## config.mk

```make
export PLATFORM = sky130hd
export DESIGN_NAME = txh_holding
export DESIGN_NICKNAME = d
export VERILOG_FILES = /design/src/rtl/txh_pkg.sv /design/src/rtl/txh_wr_decode.sv /design/src/rtl/txh_ctrl.sv /design/src/rtl/txh_hold_reg.sv /design/src/rtl/txh_holding.sv
export SDC_FILE = /design/constraint.sdc
export NUM_CORES = 1
export LEC_CHECK = 0
export CAP_MARGIN = 20
export CORE_MARGIN = 2
export CORE_UTILIZATION = 57
export CTS_BUF_LIST = sky130_fd_sc_hd__clkbuf_8
export DETAILED_ROUTE_END_ITERATION = 6
export DONT_BUFFER_PORTS = 1
export PLACE_DENSITY = 0.75
export SYNTH_ARGS = -nofsm -noshare
export SYNTH_HDL_FRONTEND = slang
export SYNTH_SLANG_ARGS = --single-unit
```

## constraint.sdc

```tcl
create_clock -name clk_i -period 0.8 [get_ports clk_i]
set_input_delay 0.08 -clock clk_i [delete_from_list [all_inputs] [get_ports clk_i]]
set_output_delay 0.08 -clock clk_i [all_outputs]
set_load 0.03 [all_outputs]
```

## src/rtl/txh_pkg.sv

```systemverilog
`timescale 1ns/1ps
package txh_pkg;
    localparam int ADDR_W = 1;
    localparam logic [ADDR_W-1:0] DATA_ADDR = 1'b0;
    localparam logic [ADDR_W-1:0] OP_ADDR   = 1'b1;

    typedef struct packed {
        logic ready;
        logic req;
    } ctrl_t;
endpackage

```

## src/rtl/txh_wr_decode.sv

```systemverilog
`timescale 1ns/1ps
module txh_wr_decode
    import txh_pkg::*;
(
    input  logic              wr_en_i,
    input  logic [ADDR_W-1:0] wr_addr_i,
    output logic              data_we_o,
    output logic              op_we_o
);
    always_comb begin
        data_we_o = wr_en_i && (wr_addr_i == DATA_ADDR);
        op_we_o   = wr_en_i && (wr_addr_i == OP_ADDR);
    end
endmodule

```

## src/rtl/txh_ctrl.sv

```systemverilog
`timescale 1ns/1ps
module txh_ctrl
    import txh_pkg::*;
(
    input  logic clk_i,
    input  logic rst_ni,
    input  logic op_we_i,
    input  logic load_i,
    output logic req_o,
    output logic ready_o
);
    ctrl_t s_d, s_q;

    always_comb begin
        s_d = s_q;
        // shifter takes the byte: release the request
        if (load_i && s_q.req) begin
            s_d.req   = 1'b0;
            s_d.ready = 1'b1;
        end
        // a command write arms a new attempt and wins over a release
        if (op_we_i) begin
            s_d.req   = 1'b1;
            s_d.ready = 1'b0;
        end
    end

    always_ff @(posedge clk_i) begin
        if (!rst_ni) begin
            s_q.ready <= 1'b1;
            s_q.req   <= 1'b0;
        end else begin
            s_q <= s_d;
        end
    end

    assign req_o   = s_q.req;
    assign ready_o = s_q.ready;
endmodule

```

## src/rtl/txh_hold_reg.sv

```systemverilog
`timescale 1ns/1ps
module txh_hold_reg #(
    parameter int W = 8
) (
    input  logic         clk_i,
    input  logic         rst_ni,
    input  logic         data_we_i,
    input  logic         op_we_i,
    input  logic [W-1:0] wr_data_i,
    output logic [W-1:0] data_o,
    output logic [W-1:0] op_o
);
    typedef struct packed {
        logic [W-1:0] data;
        logic [W-1:0] op;
    } hold_t;

    hold_t h_d, h_q;

    always_comb begin
        h_d = h_q;
        if (data_we_i) h_d.data = wr_data_i;
        if (op_we_i)   h_d.op   = wr_data_i;
    end

    always_ff @(posedge clk_i) begin
        if (!rst_ni) begin
            h_q <= '0;
        end else begin
            h_q <= h_d;
        end
    end

    assign data_o = h_q.data;
    assign op_o   = h_q.op;
endmodule

```

## src/rtl/txh_holding.sv

```systemverilog
`timescale 1ns/1ps
module txh_holding
    import txh_pkg::*;
#(
    parameter int W = 8
) (
    input  logic              clk_i,
    input  logic              rst_ni,
    input  logic              wr_en_i,
    input  logic [ADDR_W-1:0] wr_addr_i,
    input  logic [W-1:0]      wr_data_i,
    input  logic [ADDR_W-1:0] rd_addr_i,
    output logic [W-1:0]      rd_data_o,
    input  logic              load_i,
    output logic              start_req_o,
    output logic [W-1:0]      tx_data_o,
    output logic [W-1:0]      tx_op_o,
    output logic              ready_o
);
    logic data_we, op_we;

    txh_wr_decode u_dec (
        .wr_en_i  (wr_en_i),
        .wr_addr_i(wr_addr_i),
        .data_we_o(data_we),
        .op_we_o  (op_we)
    );

    txh_ctrl u_ctrl (
        .clk_i  (clk_i),
        .rst_ni (rst_ni),
        .op_we_i(op_we),
        .load_i (load_i),
        .req_o  (start_req_o),
        .ready_o(ready_o)
    );

    txh_hold_reg #(.W(W)) u_hold (
        .clk_i    (clk_i),
        .rst_ni   (rst_ni),
        .data_we_i(data_we),
        .op_we_i  (op_we),
        .wr_data_i(wr_data_i),
        .data_o   (tx_data_o),
        .op_o     (tx_op_o)
    );

    always_comb begin
        rd_data_o = (rd_addr_i == OP_ADDR) ? tx_op_o : tx_data_o;
    end
endmodule

```

==> summary.md, run 1 <==
| Metric | Value |
|---|---|
| Status | `stopped before the end` |
| Halt Stage | `5_1_grt` |
| Err | `[ERROR DPL-0033] detailed placement checks failed during check placement.` |
| Bufs on Longest Clock Path | `2` |
| Synth warn | `0` |
| Largest net degree at the start of global routing | `27` |
| I/O Pins | `40` |
| Syn Nets | `92` |
| Sequential area share after synthesis | `between 40% and 50%` |
| Synth area leader | `dfxtp_1` |
| Count of different cell masters after synthesis | `12` |
| Largest cells by area after synthesis | `dfxtp_1, mux2i_1, mux2_2` |
| Total clock buffers created by CTS | `3` |
| Syn Std Cell Area | `783 sq um` |
| Initial antenna violation count | `0` |
| Placed cell area | `957 sq um` |
| Site Rows | `13` |
| Cells after Synth | `78` |
| Share of the synthesized area in the top cell type | `46.0%` |
| FF+latch count, synth | `18` |
| Mean post-synth cell area | `10.0 sq um` |
| Initial Util | `roughly three fifths` |
| Worst Endpoint after GRT Repair | `rd_data_o[6]` |
| GP Congestion | `0.663` |
| # clock sinks | `18` |
| CTS H-tree lvls | `1` |
| HPWL after DPL | `1.07 mm` |
| Placed insts | `107` |
| Root Driver | `clkbuf_8` |
| Die Wd | `between 40 and 50 um` |
| Worst endpoint type | `output port` |
| Die Ht | `41.1 um` |
| IO buf count | `0` |
==> what timing repair did <==
action                                  in CTS
gates resized for setup                     26
setup buffers                               13
endpoints found under the setup margin      26
endpoints found under the hold margin       18
==> cells by family after synthesis <==
group	count (synthesis)	synth area share, %
muxes	24	31.9
buffers and inverters	6	5.91
DFF	18	46.0
and+or+nand+nor	27	13.9
AOI/OAI and AO/OA	3	2.24
==> metrics by stage <==
stage / setup slack [ns] / hold slack [ns]
floorplan: 0.0302 / 0.237
global placement: -0.0500 / 0.170
detailed placement: -0.0706 / 0.179
CTS: -0.179 / -0.0861
==> synthesized netlist by cell type (all sizes together) <==
| cell type | count |
|---|---|
| mux2 | 8 |
| o21ai | 1 |
| and2 | 1 |
| a21oi | 1 |
| dfxtp | 18 |
| buf | 6 |
| o21a | 1 |
| mux2i | 16 |
| nor2b | 2 |
| nand2 | 24 |
==> run 2: changes to the inputs <==
- CORE_AREA: unset -> 2 2 63 65
- CORE_MARGIN: 2 -> unset
- CORE_UTILIZATION: 57 -> unset
- CTS_BUF_LIST: sky130_fd_sc_hd__clkbuf_8 -> unset
- DIE_AREA: unset -> 0 0 65 67
- PLACE_DENSITY: 0.75 -> unset
- PLACE_DENSITY_LB_ADDON: unset -> 0.15
- clock period: 0.8 -> 1.05 ns (I/O delays scaled with it)
==> summary.md, run 2 <==
| Metric | Value |
|---|---|
| Status | `finished with violations` |
| Failing checks | `hold timing` |
| Vias post-DR | `between 600 and 700` |
| FF+latch count, synth | `18 (unchanged)` |
| Bufs on Longest Clock Path | `2 (unchanged)` |
| Top-count cell post-synth | `nand2_1` |
| Worst slew margin | `between 70 and 80%` |
| GRT overflow | `0` |
| Count of different cell masters after synthesis | `12 (unchanged)` |
| Asr flop ratio synth | `0% (unchanged)` |
| Pwr Total | `1.60 mW` |
| DRC Markers | `0` |
| First-pass DRT Iterations | `3` |
| Worst R2R End | `u_hold.data_o[1]` |
| Slew Viols, Final | `0` |
| Syn Std Cell Area | `783 sq um (unchanged)` |
| Period utilization | `96.3%` |
| Clock Latency Late Sink | `0.25 ns` |
| Startpoint types | `flop` |
| Reg area | `362 sq um` |
| CTS H-tree lvls | `1 (unchanged)` |
| Root Driver | `clkbuf_8` |
| WP data required | `0.94 ns` |
| Most common cell after layout, fill and taps aside | `nand2_1` |
| Sequential area share after synthesis | `46.0% (unchanged)` |
| Total wire length | `2.01 mm` |
| Vias in the first global route | `between 600 and 700` |
| GP Congestion | `0.594 (-10%)` |
| Wire length per cell | `13.9 um` |
| Worst setup path start | `u_hold.data_o[3]` |
| Remaining antenna violation count | `0` |
| Area of the multi-input gates | `407 sq um` |
| Fin. Hold Viols | `1` |
| Maximum clock frequency | `0.989 GHz` |
| Largest net degree at the start of global routing | `27` |
| Cells after Synth | `78 (unchanged)` |
| Post-synth top cells | `nand2_1, dfxtp_1, mux2i_1` |
| Bufs and invs on worst path | `0` |
| CTS tree | `built` |
| Worst-Margin Slew | `0.327 ns` |
| Crit-path slowest cell | `dfxtp_1` |
| Setup crit end | `rd_data_o[3]` |
| R2r startpoint | `u_hold.data_o[1]` |
| Vias per inst | `4.19` |
| Hold Slack | `-0.00291 ns` |
| Initial antenna violation count | `0` |
| Fillers | `~400` |
| Total net switching power | `430 uW` |
| Lkg Pwr | `between 0.4 and 0.5 nW` |
| Largest cells by area after synthesis | `dfxtp_1, mux2i_1, mux2_2` |
| Clk_skew | `0.0000301 ns` |
| Syn Nets | `92 (unchanged)` |
| Mean post-synth cell area | `10.0 sq um (unchanged)` |
| Total clock buffers created by CTS | `3 (unchanged)` |
| Power Dens Cells | `1530 mW/mm^2` |
| Max stage delay on crit path | `0.33 ns` |
| Number of enable flip-flop cells after synthesis | `0 (unchanged)` |
| # clock sinks | `18 (unchanged)` |
| Full die area | `about 0.0044 sq mm` |
| Stages on the worst setup path | `1` |
| Area growth from synthesis to layout | `33.2%` |
| Share of the synthesized area in the top cell type | `46.0% (unchanged)` |
| Max Cap Viol | `0` |
| Setup TNS | `0 ns` |
| I/O Pins | `40 (unchanged)` |
| Int Power | `1.17 mW` |
| Layout cells sized above 1 | `34.0%` |
| CP Max Fanout | `3` |
| Commonest non-fill, non-tap cells in the layout | `nand2_1, buf_4, dfxtp_1` |
| Clock share of power | `between 30% and 40%` |
| Minimum clock period | `1.01 ns` |
| Worst setup path class | `flop to output port` |
| Crit path arrival time | `0.91 ns` |
| Site Rows | `22 (+9)` |
| Reg2Reg Setup Slack | `0.30 ns` |
| VDD IR max | `0.436 mV` |
| Most common flop cell mapped by yosys | `dfxtp_1` |
| Worst-path clk slew | `roughly 0.070 ns` |
| Worst min path class | `primary input to flop` |
| Path depth of the worst reg2reg path | `3` |
| Total GRT Usage | `9.62%` |
| Final Util | `between 20 and 30%` |
| Synth area leader | `dfxtp_1` |
| Crit path capture type | `output port` |
| Switching Fraction | `a little over a quarter` |
| First-pass GRT wire length | `3.04 mm` |
| Die Wd | `65 um (+58%)` |
| Combinational share of power | `around 18%` |
| Initial Util | `21.7% (-39 points)` |
| # diodes | `0` |
| Synth warn | `0 (unchanged)` |
| HPWL after DPL | `1.33 mm (+25%)` |
| Core region area | `approximately 0.0036 sq mm` |
| IO buf count | `0 (unchanged)` |
| Flop pwr share | `46.6%` |
| # setup viols final | `0` |
| Die Ht | `67 um (+63%)` |
| Critical Path, Cell by Cell | `mux2_4` |
| Delay-heaviest family, CP | `flip-flops` |
| Violation count after the first detailed-route iteration | `12` |
| Fin nets | `112` |
| RSZ-0062 raised after global routing | `no` |
==> run 2: kinds of logic (layout without fill, tap and decap cells) <==
| family | count (synthesis) | after routing | synth area share [%] |
|---|---|---|---|
| buffers and inverters | 6 | 25 | 5.91 |
| multiplexers | 24 | 24 | 31.9 |
| flip-flops | 18 | 18 | 46.0 |
| AO/OA/AOI/OAI | 3 | 3 | 2.24 |
| AND/OR/NAND/NOR | 27 | 27 | 13.9 |
==> run 2: area by class of cell <==
type	count	share of cell area [%]
clock buffers	4	5.28
well taps	48	5.76
multi-input cells	54	39.0
flip-flops and latches	18	34.7
repair buffers	21	15.3
==> run 2: timing repair <==
item / in CTS / in global routing
hold endpoints to repair: 15 / 6
setup endpoints to repair: 0 / 8
gates resized for setup: 0 / 9
buffers inserted: 0 / 0
==> run 2: per-stage QoR <==
step | instance area [sq um] | std cells | worst slack, ns
floorplan | 783 | 78 | 0.132
global placement | 947 | 140 | 0.286
detailed placement | 947 | 140 | 0.287
CTS | 1000 | 144 | 0.00139
global route | 1040 | 145 | 0.00241
finish | 1040 | 145 | 0.0393
==> run 2: metal layers <==
| metal | up-vias | global-route usage, % | share of wire (%) |
|---|---|---|---|
| li1 | 293 | - | - |
| met1 | 287 | 10.4 | 46 |
| met2 | 25 | 16.5 | 47 |
| met3 | 2 | 2.53 | 5.1 |
| met4 | 0 | 6.38 | 1.7 |
| met5 | - | 0 | 0 |
==> run 2: worst min path at each step <==
stage	startpoint	cells after the start	end
after floorplan	wr_data_i[0]	2	u_hold.data_o[0]
after global placement	rst_ni	1	u_ctrl.ready_o
after detailed placement	rst_ni	1	u_ctrl.ready_o
after CTS	rst_ni	1	u_ctrl.ready_o
after global routing	rst_ni	2	u_hold.op_o[3]
final	rst_ni	2	u_hold.op_o[3]
==> run 2: power by group through the flow <==
stage / Sequential (mW) / Clock, mW / Combinational, mW
after floorplan: 0.828 / 0 / 0.152
after global placement: 0.756 / 0 / 0.272
after detailed placement: 0.758 / 0 / 0.273
after CTS: 0.742 / 0.597 / 0.274
after global routing: 0.750 / 0.625 / 0.308
final: 0.745 / 0.564 / 0.289
(Power assumes the default switching activity.)
